===== config.mk =====
export PLATFORM = sky130hd
export DESIGN_NAME = wt_store_buffer
export DESIGN_NICKNAME = d
export VERILOG_FILES = /design/src/rtl/sb_pkg.sv /design/src/rtl/sb_fifo.sv /design/src/rtl/sb_bus_ctrl.sv /design/src/rtl/wt_store_buffer.sv
export SDC_FILE = /design/constraint.sdc
export NUM_CORES = 1
export LEC_CHECK = 0
export ABC_AREA = 1
export BUFFER_PORTS_ARGS = -buffer_cell sky130_fd_sc_hd__buf_4
export CAP_MARGIN = 25
export CORE_ASPECT_RATIO = 0.75
export CORE_UTILIZATION = 35
export CTS_BUF_LIST = sky130_fd_sc_hd__clkbuf_2 sky130_fd_sc_hd__clkbuf_4 sky130_fd_sc_hd__clkbuf_8
export CTS_CLUSTER_DIAMETER = 80
export DETAILED_ROUTE_END_ITERATION = 12
export HOLD_SLACK_MARGIN = 0.02
export PLACE_DENSITY = 0.67
export SKIP_LAST_GASP = 1
export SYNTH_ARGS = -nofsm -noshare
export SYNTH_HDL_FRONTEND = slang
export SYNTH_SLANG_ARGS = --single-unit

===== constraint.sdc =====
create_clock -name clk -period 4.34 [get_ports clk]
set_input_delay 0.868 -clock clk [delete_from_list [all_inputs] [get_ports clk]]
set_output_delay 0.868 -clock clk [all_outputs]
set_load 0.05 [all_outputs]

===== src/rtl/sb_pkg.sv =====
package sb_pkg;

   typedef enum logic [1:0] {
      OWN_IDLE  = 2'd0,
      OWN_DRAIN = 2'd1,
      OWN_LOAD  = 2'd2
   } bus_owner_e;

   function automatic int sb_ptr_bits(input int log2_depth);
      return log2_depth + 1;
   endfunction

endpackage


===== src/rtl/sb_fifo.sv =====
module sb_fifo #(
   parameter int SB_LOG   = 2,
   parameter int SB_DEPTH = 4,
   parameter int ADDR_W   = 32,
   parameter int DATA_W   = 32,
   parameter int SEL_W    = 4
) (
   input  logic              clk,
   input  logic              rst_n,
   input  logic              push,
   input  logic [ADDR_W-1:0] push_addr,
   input  logic [DATA_W-1:0] push_data,
   input  logic [SEL_W-1:0]  push_sel,
   input  logic              pop,
   output logic [ADDR_W-1:0] head_addr,
   output logic [DATA_W-1:0] head_data,
   output logic [SEL_W-1:0]  head_sel,
   output logic              empty,
   output logic              full
);
   localparam int PW = sb_pkg::sb_ptr_bits(SB_LOG);

   logic [PW-1:0]     wr_q, rd_q;
   logic [SB_LOG-1:0] wr_idx, rd_idx;
   logic [ADDR_W-1:0] ent_addr [SB_DEPTH];
   logic [DATA_W-1:0] ent_data [SB_DEPTH];
   logic [SEL_W-1:0]  ent_sel  [SB_DEPTH];

   assign wr_idx = wr_q[SB_LOG-1:0];
   assign rd_idx = rd_q[SB_LOG-1:0];

   always_ff @(posedge clk or negedge rst_n) begin
      if (!rst_n) begin
         wr_q <= '0;
         rd_q <= '0;
      end else begin
         if (push) wr_q <= wr_q + PW'(1);
         if (pop)  rd_q <= rd_q + PW'(1);
      end
   end

   for (genvar i = 0; i < SB_DEPTH; i++) begin : g_ent
      logic [ADDR_W-1:0] a_q;
      logic [DATA_W-1:0] d_q;
      logic [SEL_W-1:0]  s_q;
      always_ff @(posedge clk) begin
         if (push && (wr_idx == SB_LOG'(i))) begin
            a_q <= push_addr;
            d_q <= push_data;
            s_q <= push_sel;
         end
      end
      assign ent_addr[i] = a_q;
      assign ent_data[i] = d_q;
      assign ent_sel[i]  = s_q;
   end

   assign head_addr = ent_addr[rd_idx];
   assign head_data = ent_data[rd_idx];
   assign head_sel  = ent_sel[rd_idx];

   assign empty = (wr_q == rd_q);
   assign full  = (wr_q[SB_LOG] != rd_q[SB_LOG]) && (wr_idx == rd_idx);

endmodule


===== src/rtl/sb_bus_ctrl.sv =====
module sb_bus_ctrl
   import sb_pkg::*;
#(
   parameter int ADDR_W = 32,
   parameter int DATA_W = 32,
   parameter int SEL_W  = 4
) (
   input  logic              cpu_req,
   input  logic              cpu_we,
   input  logic [ADDR_W-1:0] cpu_addr,
   input  logic [DATA_W-1:0] cpu_wdata,
   input  logic [SEL_W-1:0]  cpu_sel,
   output logic              cpu_ack,
   output logic              cpu_err,
   output logic [DATA_W-1:0] cpu_rdata,
   input  logic              q_empty,
   input  logic              q_full,
   input  logic [ADDR_W-1:0] head_addr,
   input  logic [DATA_W-1:0] head_data,
   input  logic [SEL_W-1:0]  head_sel,
   output logic              q_push,
   output logic              q_pop,
   output logic              bus_req,
   output logic              bus_we,
   output logic [ADDR_W-1:0] bus_addr,
   output logic [DATA_W-1:0] bus_wdata,
   output logic [SEL_W-1:0]  bus_sel,
   input  logic              bus_ack,
   input  logic              bus_err,
   input  logic [DATA_W-1:0] bus_rdata
);
   bus_owner_e owner;
   logic       store_in, load_in, done;

   assign store_in = cpu_req && cpu_we;
   assign load_in  = cpu_req && !cpu_we;
   assign done     = bus_ack || bus_err;

   always_comb begin
      if (!q_empty)     owner = OWN_DRAIN;
      else if (load_in) owner = OWN_LOAD;
      else              owner = OWN_IDLE;
   end

   assign q_push = store_in && !q_full;

   always_comb begin
      bus_req   = 1'b0;
      bus_we    = 1'b0;
      bus_addr  = '0;
      bus_wdata = '0;
      bus_sel   = '0;
      q_pop     = 1'b0;
      cpu_ack   = q_push;
      cpu_err   = 1'b0;
      unique case (owner)
         OWN_DRAIN: begin
            bus_req   = 1'b1;
            bus_we    = 1'b1;
            bus_addr  = head_addr;
            bus_wdata = head_data;
            bus_sel   = head_sel;
            q_pop     = done;
         end
         OWN_LOAD: begin
            bus_req   = 1'b1;
            bus_addr  = cpu_addr;
            bus_sel   = cpu_sel;
            cpu_ack   = bus_ack;
            cpu_err   = bus_err;
         end
         default: ;
      endcase
   end

   assign cpu_rdata = bus_rdata;

   logic unused_wdata;
   assign unused_wdata = ^cpu_wdata;

endmodule


===== src/rtl/wt_store_buffer.sv =====
module wt_store_buffer #(
   parameter int SB_LOG   = 2,
   parameter int SB_DEPTH = 4,
   parameter int ADDR_W   = 32,
   parameter int DATA_W   = 32,
   parameter int SEL_W    = DATA_W / 8
) (
   input  logic              clk,
   input  logic              rst_n,
   input  logic              cpu_req,
   input  logic              cpu_we,
   input  logic [ADDR_W-1:0] cpu_addr,
   input  logic [DATA_W-1:0] cpu_wdata,
   input  logic [SEL_W-1:0]  cpu_sel,
   output logic              cpu_ack,
   output logic              cpu_err,
   output logic [DATA_W-1:0] cpu_rdata,
   output logic              bus_req,
   output logic              bus_we,
   output logic [ADDR_W-1:0] bus_addr,
   output logic [DATA_W-1:0] bus_wdata,
   output logic [SEL_W-1:0]  bus_sel,
   input  logic              bus_ack,
   input  logic              bus_err,
   input  logic [DATA_W-1:0] bus_rdata
);
   if (SB_LOG < 1) begin : g_bad_log
      $error("SB_LOG must be at least 1");
   end
   if (SB_DEPTH != (1 << SB_LOG)) begin : g_bad_depth
      $error("SB_DEPTH must equal 2**SB_LOG");
   end
   if (SEL_W * 8 != DATA_W) begin : g_bad_sel
      $error("SEL_W must be DATA_W/8");
   end

   logic              q_push, q_pop, q_empty, q_full;
   logic [ADDR_W-1:0] head_addr;
   logic [DATA_W-1:0] head_data;
   logic [SEL_W-1:0]  head_sel;

   sb_fifo #(
      .SB_LOG(SB_LOG), .SB_DEPTH(SB_DEPTH),
      .ADDR_W(ADDR_W), .DATA_W(DATA_W), .SEL_W(SEL_W)
   ) u_fifo (
      .clk(clk), .rst_n(rst_n),
      .push(q_push), .push_addr(cpu_addr), .push_data(cpu_wdata),
      .push_sel(cpu_sel), .pop(q_pop),
      .head_addr(head_addr), .head_data(head_data), .head_sel(head_sel),
      .empty(q_empty), .full(q_full)
   );

   sb_bus_ctrl #(
      .ADDR_W(ADDR_W), .DATA_W(DATA_W), .SEL_W(SEL_W)
   ) u_ctrl (
      .cpu_req(cpu_req), .cpu_we(cpu_we), .cpu_addr(cpu_addr),
      .cpu_wdata(cpu_wdata), .cpu_sel(cpu_sel),
      .cpu_ack(cpu_ack), .cpu_err(cpu_err), .cpu_rdata(cpu_rdata),
      .q_empty(q_empty), .q_full(q_full),
      .head_addr(head_addr), .head_data(head_data), .head_sel(head_sel),
      .q_push(q_push), .q_pop(q_pop),
      .bus_req(bus_req), .bus_we(bus_we), .bus_addr(bus_addr),
      .bus_wdata(bus_wdata), .bus_sel(bus_sel),
      .bus_ack(bus_ack), .bus_err(bus_err), .bus_rdata(bus_rdata)
   );

endmodule


==> out/metrics.yaml, run 1 <==
placed_design:
  hpwl_um: 16060
  gp_congestion: 0.7292
  dp.cells: 1523
  placed_area_um2: 13050
  io_buffers: 145
floorplan:
  rows: 57
  die_h_um: 160.6
  die_area_um2: 34280
  die_w_um: 213.5
  start_util_pct: 35.93
  coreArea_um2: 32660
  io_pins: 210
worst_setup_path:
  cp.required_ns: 3.47
  critPathArrivalTime_ns: 2.99
  slowest_delay_ns: 0.84
  cp_top_family: "flip-flops"
  crit_type: "reg -> out"
  path_max_fanout: 60
  worstSetupStartpointType: "flop"
  cp_slowest_cell: "dfrtp_4"
  path_cells: "xnor2_2 > nand3_4 > buf_4 > nand2_1 > nand2_1 > buf_4"
  endpoint_kind: "output pin"
  cp_num_buf_inv: 2
drt:
  wire_per_inst_um: 17.33
  via_count: 7764
  final_antenna_net_count: 0
  drt_pass1_iterations: 5
  via_per_inst: 4.856
  drcViolationCount: 0
  drt_iter0_markers: 610
  drt_wl_total_um: 27720
synthesis:
  syn-num-nets: 1126
  ys_seq_elements: 278
  ys_seq_area_share_pct: 70.87
  syn_inst: 1015
  yosys.cell_count.top_type: "edfxtp_1"
  synth.cell_area_um2: 11740
  synth_edf_count: 272
  synthArstFlopShare_pct: 2.158
  synth_cell_types: 21
  yosys_warnings: 0
  synth_common_cells: "edfxtp_1 (272), nor2_1 (200), nand2_1 (156)"
  synth_ff_type: "edfxtp_1"
  yosysTopAreaCell: "edfxtp_1"
  synthTopCellsByArea: "edfxtp_1 (70%), nor2_1 (6.4%), o21ai_0 (6.3%), nand2_1 (5.0%), buf_4 (2.7%)"
  synth_top_area_share_pct: 69.59
  syn_avg_cell_area_um2: 11.56
sta:
  fin_tns_setup_ns: 0
  max_slew_margin_pct: 48.31
  timing.final.max_slew_violations: 0
  hold_viol: 0
  worst_pin_slew_ns: 0.7753
  rsz0062_at_grt: "false"
  timing.fmax_mhz: 259.1
  layout_min_cycle_time_ns: 3.859
  post-route-period-util_pct: 88.92
  setup_viol: 0
  fin_skew_ns: 0.02851
global_routing:
  grt_max_degree: 69
  antenna_found_initial: 0
  grt_usage_pct: 16.10
  grt_pass1_vias: 7524
  globalRoute.totalOverflow: 0
  grt_pass1_wl_um: 42240
cts:
  post-cts-setup-buffers: 0
  tritoncts: "yes"
  insertion_delay_ns: 0.54
  clockBufferDepth: 3
  htreeDepth: 2
  clockRootBuffer: "clkbuf_8"
  cts_buffers: 44
  path_clk_slew_ns: 0.06
  clock_sinks: 278
  cts-resized-gates: 0
  cts_hold_buf: 0
layout:
  nets: 1238
  seqCellArea_um2: 8323
  layoutNonFillerInstCount: 1599
  multiInputGateArea_um2: 2738
  insertedDiodeCount: 0
  fin_area_um2: 13840
  final.fill_count: 3098
  syn2layout_area_growth_pct: 17.93
  drive_above_1_share_pct: 20.74
hold_path:
  hold_path_class: "in -> async"
run:
  maxCapViolCount: 0
outcome:
  status: "finished clean"
## state kept, by name (all words and copies together) (netlist names)
register and flops:
u_fifo.g_ent.s_q 16, u_fifo.rd_q 3, u_fifo.wr_q 3, u_fifo.g_ent.d_q 128, u_fifo.g_ent.a_q 128
## logic make-up (layout without fill, tap and decap cells)
group                    after synthesis  count (layout)  share of synthesized area [%]
AO/OA/AOI/OAI                        183             183                          8.144
flip-flops                           278             278                          70.87
XOR/XNOR                               3               3                         0.2879
adder cells (fa/ha/maj)                5               5                         0.5330
buffers and inverters                142             284                          6.321
AND/OR/NAND/NOR                      404             404                          13.85
## stage by stage
stage	hold slack (ns)	worst slack (ns)	utilization, %
after floorplan	0.5196	-0.1671	-
after global placement	0.5461	1.008	39.94
after detailed placement	0.5594	0.9254	39.94
after CTS	0.1084	0.3553	42.38
after global routing	0.1187	0.2492	42.38
final	0.1467	0.4807	42.38
## worst register-to-register path: cells and delay by family, from the launching register on
kind          cells  cell delay [ns]
simple gates      3             0.72
buf+inv           1             0.65
flops             1             0.84
xor+xnor          1             0.19
## final timing paths
check                                    start                       to  slack, ns  cells past startpoint
worst max-delay path            u_fifo.rd_q[0]              bus_addr[3]       0.48                      6
worst min-delay path                     rst_n           u_fifo.rd_q[2]       0.15                      1
worst max register to register  u_fifo.rd_q[0]   u_fifo.g_ent[3].a_q[7]       1.55                      5
worst min register to register  u_fifo.rd_q[2]           u_fifo.rd_q[2]       0.56                      2
max in group asynchronous                rst_n           u_fifo.rd_q[0]       4.06                      1
min in group clk                 cpu_wdata[30]  u_fifo.g_ent[2].d_q[30]       0.54                      1
## per-layer routing
| metal | vias up | GRT usage [%] | part of all wire (%) |
|---|---|---|---|
| li1 | 3742 | - | - |
| met1 | 3724 | 22.98 | 46 |
| met2 | 253 | 25.07 | 46 |
| met5 | - | 0 | 0 |
| met3 | 45 | 2.874 | 6.6 |
| met4 | 0 | 4.643 | 1.7 |
## area by class of cell
cell class | instances | share of cell area, %
sequential | 278 | 60.13
multi-input combinational | 595 | 19.78
timing repair buffer | 163 | 9.111
clock buffer | 59 | 5.234
tap | 442 | 3.995
inverter | 45 | 1.238
clock inverter | 17 | 0.5152
## cell usage in the layout, fill, tap and decap left out, drive strengths merged
master,count
xor2,2
clkbuf,59
edfxtp,272
xnor2,1
buf,163
nor2,200
nand3,9
o22ai,32
clkinv,16
or2,2
clkinvlp,1
inv,45
ha,5
o21ai,151
nand2,156
dfrtp,6
nand4,37
Power of run 1 is left out: the tool's default activity adds up to more than one toggle a clock period on the data nets, which glitch-free logic cannot reach.
==> inputs of run 2 (changes only) <==
--- a/config.mk
+++ b/config.mk
@@ -8,13 +8,17 @@
 export ABC_AREA = 1
 export BUFFER_PORTS_ARGS = -buffer_cell sky130_fd_sc_hd__buf_4
 export CAP_MARGIN = 25
+export CELL_PAD_IN_SITES_DETAIL_PLACEMENT = 0
+export CELL_PAD_IN_SITES_GLOBAL_PLACEMENT = 1
 export CORE_ASPECT_RATIO = 0.75
+export CORE_MARGIN = 5
 export CORE_UTILIZATION = 35
 export CTS_BUF_LIST = sky130_fd_sc_hd__clkbuf_2 sky130_fd_sc_hd__clkbuf_4 sky130_fd_sc_hd__clkbuf_8
 export CTS_CLUSTER_DIAMETER = 80
 export DETAILED_ROUTE_END_ITERATION = 12
 export HOLD_SLACK_MARGIN = 0.02
-export PLACE_DENSITY = 0.67
+export PLACE_DENSITY = 0.79
+export SETUP_SLACK_MARGIN = 0.02
 export SKIP_LAST_GASP = 1
 export SYNTH_ARGS = -nofsm -noshare
 export SYNTH_HDL_FRONTEND = slang
==> run 2 against run 1 <==
Clock-buffer cell count up 4. Routed wire length up 1.9%. First-iteration DRC count down 13%. Sequential cell count unchanged. Largest cell class unchanged. Sequential share of layout area down 0.59 points.
==> out/metrics.yaml, run 2 (synthesis results as in run 1) <==
placed_design:
  hpwl_um: 15830  # was 16060 µm
  io_buffers: 145  # unchanged
  placed_area_um2: 13090  # was 13050 µm²
  gp_congestion: 0.7226  # was 0.7292
worst_setup_path:
  endpoint_kind: "output pin"  # unchanged
  critPathArrivalTime_ns: 2.86  # was 2.99 ns
  crit_type: "reg -> out"  # unchanged
  worstSetupStartpointType: "flop"  # unchanged
  path_max_fanout: 64  # was 60
  regToRegSetupSlack_ns: 1.10  # was 1.55 ns
  cp.required_ns: 3.47  # about the same
global_routing:
  grt_pass1_wl_um: 43660  # was 42240 µm
  grt_usage_pct: 14.73  # was 16.10%
  globalRoute.totalOverflow: 0  # unchanged
  grt_max_degree: 138  # was 69
  antenna_found_initial: 1  # was 0
  grt_pass1_vias: 7695  # was 7524
drt:
  drt_wl_total_um: 28240  # was 27720 µm
  drt_iter0_markers: 531  # was 610
  drcViolationCount: 0  # unchanged
  via_per_inst: 4.789  # was 4.856
  wire_per_inst_um: 17.54  # was 17.33 µm
  final_antenna_net_count: 0  # unchanged
  drt_pass1_iterations: 5  # unchanged
  via_count: 7711  # was 7764
cts:
  clockBufferDepth: 3  # unchanged
  htreeDepth: 2  # unchanged
  insertion_delay_ns: 0.55  # was 0.54 ns
  cts_buffers: 45  # was 44
  clock_sinks: 278  # unchanged
  clockRootBuffer: "clkbuf_8"  # unchanged
  path_clk_slew_ns: 0.06  # about the same
  cts_hold_buf: 0  # unchanged
  cts-resized-gates: 0  # unchanged
  tritoncts: "yes"  # unchanged
  post-cts-setup-buffers: 0  # unchanged
floorplan:
  die_h_um: 168.6  # was 160.6 µm
  die_w_um: 221.5  # was 213.5 µm
  die_area_um2: 37340  # was 34280 µm²
  rows: 58  # was 57
  coreArea_um2: 33310  # was 32660 µm²
  start_util_pct: 35.24  # was 35.93%
  io_pins: 210  # unchanged
sta:
  max_slew_margin_pct: 38.64  # was 48.31%
  hold_viol: 0  # unchanged
  setup_viol: 0  # unchanged
  timing.fmax_mhz: 268.6  # was 259.1 MHz
  fin_skew_ns: 0.01387  # was 0.02851 ns
  post-route-period-util_pct: 85.79  # was 88.92%
  worst_pin_slew_ns: 0.9183  # was 0.7753 ns
  timing.final.max_slew_violations: 0  # unchanged
  layout_min_cycle_time_ns: 3.723  # was 3.859 ns
  rsz0062_at_grt: "false"  # unchanged
layout:
  final_common_cell: "edfxtp_1"  # unchanged
  syn2layout_area_growth_pct: 19.09  # was 17.93%
  insertedDiodeCount: 0  # unchanged
  drive_above_1_share_pct: 21.47  # was 20.74%
  final.fill_count: 3103  # was 3098
  top_regs: "u_fifo.g_ent.a_q: 128 flops, u_fifo.g_ent.d_q: 128 flops, u_fifo.g_ent.s_q: 16 flops"  # unchanged
  fin_area_um2: 13980  # was 13840 µm²
  multiInputGateArea_um2: 2738  # unchanged
  nets: 1237  # was 1238
  seqCellArea_um2: 8323  # unchanged
  final_cell_mix: "edfxtp_1 (272), nor2_1 (194), nand2_1 (155)"  # was edfxtp_1 (272), nor2_1 (194), buf_4 (160)
run:
  maxCapViolCount: 0  # unchanged
hold_path:
  hold_path_class: "in -> async"  # unchanged
outcome:
  status: "finished clean"  # unchanged
## run 2: changes by cell type in the layout (fill, tap and decap cells not counted), sizes merged
| cell | before | now |
|---|---|---|
| clkbuf | 59 | 63 |
| clkinv | 16 | 17 |
| inv | 45 | 44 |
| bufinv | 0 | 1 |
| buf | 163 | 161 |
## run 2: metrics by stage
stage               TNS [ns]  util [%]  setup slack [ns]  hold WS (ns)  cells
floorplan             -45.45         -           -0.1671        0.5196   1015
global placement           0     39.30            0.8524        0.5522   1529
detailed placement         0     39.30            0.8732        0.5690   1529
CTS                        0     41.97            0.5165       0.05411   1610
global route               0     41.97            0.3164       0.06318   1610
finish                     0     41.97            0.6167        0.1134   1610
## run 2: worst paths after layout
check,startpoint,end,cells after the start
min reg2reg,u_fifo.wr_q[2],u_fifo.wr_q[2],2
max reg2reg,u_fifo.rd_q[0],u_fifo.g_ent[0].d_q[0],5
max,u_fifo.rd_q[1],bus_addr[0],7
max in group asynchronous,rst_n,u_fifo.rd_q[0],1
min in group clk,cpu_wdata[9],u_fifo.g_ent[3].d_q[9],1
min,rst_n,u_fifo.wr_q[0],1
## run 2: final cells by class
cell class | count | share of cell area [%]
Clock inverter | 18 | 0.7787
Clock buffer | 63 | 5.576
Inverter | 45 | 1.217
Sequential cell | 278 | 59.54
Timing Repair Buffer | 161 | 9.273
Multi-Input combinational cell | 595 | 19.58
Tap cell | 450 | 4.028
## run 2: worst max-delay path, cell delays in order (launching register included)
cell and delay, ns:
dfrtp_2 0.43, inv_2 0.33, buf_4 0.69, o21ai_0 0.20, o21ai_0 0.22, nand2_1 0.07, nand2_1 0.11, buf_4 0.21
## run 2: per-layer routing
layer	up-vias	GRT usage [%]	part of all wire, %	routed length (µm)
met5	-	0	0.071	20
met1	3709	20.44	47	13170
li1	3744	-	-	-
met2	212	23.68	46	12970
met3	44	3.277	5.7	1614
met4	2	4.125	1.6	462
Power of run 2 is left out for the same reason.
==> inputs of run 3 (changes only) <==
--- a/config.mk
+++ b/config.mk
@@ -16,6 +16,7 @@
 export CTS_BUF_LIST = sky130_fd_sc_hd__clkbuf_2 sky130_fd_sc_hd__clkbuf_4 sky130_fd_sc_hd__clkbuf_8
 export CTS_CLUSTER_DIAMETER = 80
 export DETAILED_ROUTE_END_ITERATION = 12
+export GPL_TIMING_DRIVEN = 0
 export HOLD_SLACK_MARGIN = 0.02
 export PLACE_DENSITY = 0.79
 export SETUP_SLACK_MARGIN = 0.02
==> constraint.sdc (replaced) <==
create_clock -name clk -period 4.34 [get_ports clk]
set_input_delay 0 -clock clk [delete_from_list [all_inputs] [get_ports clk]]
set_output_delay 0 -clock clk [all_outputs]
set_load 0.05 [all_outputs]
==> run 3 against run 2 <==
Worst setup slack gained 0.75 ns. Critical endpoint is now u_fifo.g_ent[1].d_q[22]. Fmax grew 25%. Clock-buffer cell count shrank 7. Critical path depth is the same. Sequential cell count is the same. Die area is the same. Non-clock buffer count grew 196. Clock skew grew 0.0036 ns. Via count grew 11%. Largest cell class unchanged.
==> out/metrics.yaml, run 3 (synthesis results as in run 1) <==
worst_setup_path:
  critPathArrivalTime_ns: 3.19  # was 2.86 ns
  cp_num_buf_inv: 3  # unchanged
  reg2regPathDepth: 7  # was 5
  cp_top_family: "simple AND/OR/NAND/NOR gates"  # was buffers and inverters
  cp.depth: 7  # unchanged
  crit_type: "reg -> reg"  # was reg -> out
  endpoint_kind: "flop"  # was output pin
  path_max_fanout: 28  # was 64
  cp.required_ns: 4.55  # was 3.47 ns
  critPathMostFrequentCell: "buf_12"
  path_cells: "buf_4 > xnor2_2 > nand3_1 > nand2_1 > nor2_4 > buf_12 > buf_12"  # was inv_2 > buf_4 > o21ai_0 > o21ai_0 > nand2_1 > nand2_1 > buf_4
  worstSetupStartpointType: "flop"  # unchanged
  cp_slowest_cell: "nor2_4"  # was buf_4
  slowest_delay_ns: 0.66  # was 0.69 ns
outcome:
  status: "finished clean"  # unchanged
power_and_ir_drop:
  p_clk_share_pct: 16.4
  peakVddDrop_v: 0.0007263
  power_frac_seq_pct: 27.6
  p_int_uw: 6206
  power_switching_share_pct: 49.21
  p_comb_share_pct: 56.0
  powerDensity_nw_per_um2: 795.8
  p_switching_uw: 6012
  cellLeakagePower_uw: 0.006039
sta:
  post-route-period-util_pct: 68.46  # was 85.79%
  timing.fmax_mhz: 336.5  # was 268.6 MHz
  timing.hold.ws_ns: 0.2124  # was 0.1134 ns
  hold_viol: 0  # unchanged
  layout_min_cycle_time_ns: 2.971  # was 3.723 ns
  timing.final.max_slew_violations: 0  # unchanged
  fin_skew_ns: 0.01748  # was 0.01387 ns
  max_slew_margin_pct: 37.36  # was 38.64%
  rsz0062_at_grt: "false"  # unchanged
  setup_viol: 0  # unchanged
  worst_pin_slew_ns: 0.9374  # was 0.9183 ns
drt:
  drt_wl_total_um: 32580  # was 28240 µm
  drcViolationCount: 0  # unchanged
  drt_iter0_markers: 612  # was 531
  via_count: 8589  # was 7711
  final_antenna_net_count: 0  # unchanged
  wire_per_inst_um: 18.16  # was 17.54 µm
  via_per_inst: 4.788  # was 4.789
  drt_pass1_iterations: 5  # unchanged
global_routing:
  grt_max_degree: 29  # was 138
  grt_pass1_wl_um: 49490  # was 43660 µm
  antenna_found_initial: 1  # unchanged
  globalRoute.totalOverflow: 0  # unchanged
  grt_pass1_vias: 8575  # was 7695
  grt_usage_pct: 16.78  # was 14.73%
placed_design:
  hpwl_um: 21440  # was 15830 µm
  gp_congestion: 0.7903  # was 0.7226
  io_buffers: 177  # was 145
cts:
  tritoncts: "yes"  # unchanged
  clock_sinks: 278  # unchanged
  path_clk_slew_ns: 0.06  # about the same
  clockBufferDepth: 3  # unchanged
  insertion_delay_ns: 0.54  # was 0.55 ns
  clockRootBuffer: "clkbuf_8"  # unchanged
  htreeDepth: 2  # unchanged
  post-cts-setup-buffers: 0  # unchanged
  cts-resized-gates: 0  # unchanged
  cts_buffers: 45  # unchanged
layout:
  insertedDiodeCount: 0  # unchanged
  drive_above_1_share_pct: 23.96  # was 21.47%
  final_common_cell: "edfxtp_1"  # unchanged
  final.fill_count: 3076  # was 3103
  fin_util_pct: 46.09  # was 41.97%
  seqCellArea_um2: 8318  # was 8323 µm²
  final_cell_mix: "edfxtp_1 (272), buf_4 (219), nor2_1 (196)"  # was edfxtp_1 (272), nor2_1 (194), nand2_1 (155)
  top_regs: "u_fifo.g_ent.a_q: 128 flops, u_fifo.g_ent.d_q: 128 flops, u_fifo.g_ent.s_q: 16 flops"  # unchanged
  multiInputGateArea_um2: 2708  # was 2738 µm²
  syn2layout_area_growth_pct: 30.80  # was 19.09%
  nets: 1433  # was 1237
hold_path:
  hold_depth: 2
  hold_path_class: "in -> reg"  # was in -> async
floorplan:
  die_w_um: 221.5  # unchanged
  die_h_um: 168.6  # unchanged
  die_area_um2: 37340  # unchanged
  start_util_pct: 35.24  # unchanged
  rows: 58  # unchanged
  io_pins: 210  # unchanged
  coreArea_um2: 33310  # unchanged
run:
  maxCapViolCount: 0  # unchanged
[run 3: area by class of cell]
class | instances | area share (%)
inverter | 45 | 1.100
multi-input combinational | 595 | 17.64
clock buffer | 56 | 4.572
clock inverter | 13 | 0.3586
timing repair buffer | 260 | 14.75
buffer | 97 | 3.733
sequential | 278 | 54.18
tap | 450 | 3.667
[run 3: path summary, 6_finish.rpt]
kind | slack (ns) | start | to
max | 1.37 | u_fifo.rd_q[0] | u_fifo.g_ent[1].d_q[22]
min | 0.21 | cpu_wdata[8] | u_fifo.g_ent[3].d_q[8]
max reg2reg | 1.37 | u_fifo.rd_q[0] | u_fifo.g_ent[1].d_q[22]
min reg2reg | 0.58 | u_fifo.wr_q[2] | u_fifo.wr_q[2]
max in group asynchronous | 3.59 | rst_n | u_fifo.wr_q[1]
min in group asynchronous | 0.49 | rst_n | u_fifo.rd_q[1]
[run 3: power groups by stage]
stage / Combinational, µW / Clock, µW / Sequential, µW
after CTS: 6900 / 2050 / 3370
final: 6840 / 2000 / 3380
after floorplan: 4530 / 0 / 3430
after detailed placement: 6840 / 0 / 3430
after global placement: 6710 / 0 / 3480
after global routing: 7370 / 2170 / 3400
[run 3: what timing repair did]
| action | CTS | global route |
|---|---|---|
| setup endpoints to repair | 0 | 0 |
| endpoints found under the hold margin | 284 | 0 |
| hold buffers | 74 | 0 |
[run 3: metrics by stage]
step           cell area [µm²]  setup TNS, ns  instances  power (µW)  worst slack [ns]
6_report                 15350              0       1794       12220             1.369
5_1_grt                  15350              0       1794       12930             1.225
4_1_cts                  15350              0       1794       12330             1.363
2_1_floorplan            11740         -4.146       1015        7964          -0.01524
3_5_place_dp             13850              0       1651       10260             1.380
3_3_place_gp             13630        -720.62       1642       10190            -2.708
[run 3: routing by layer]
layer | routed length (µm) | track usage (%) | vias up
met3 | 2513 | 3.831 | 53
li1 | - | - | 4124
met4 | 619 | 4.393 | 2
met5 | 13 | 0 | -
met1 | 14710 | 23.60 | 4083
met2 | 14720 | 26.63 | 327
Power figures use the tool's default switching activity.
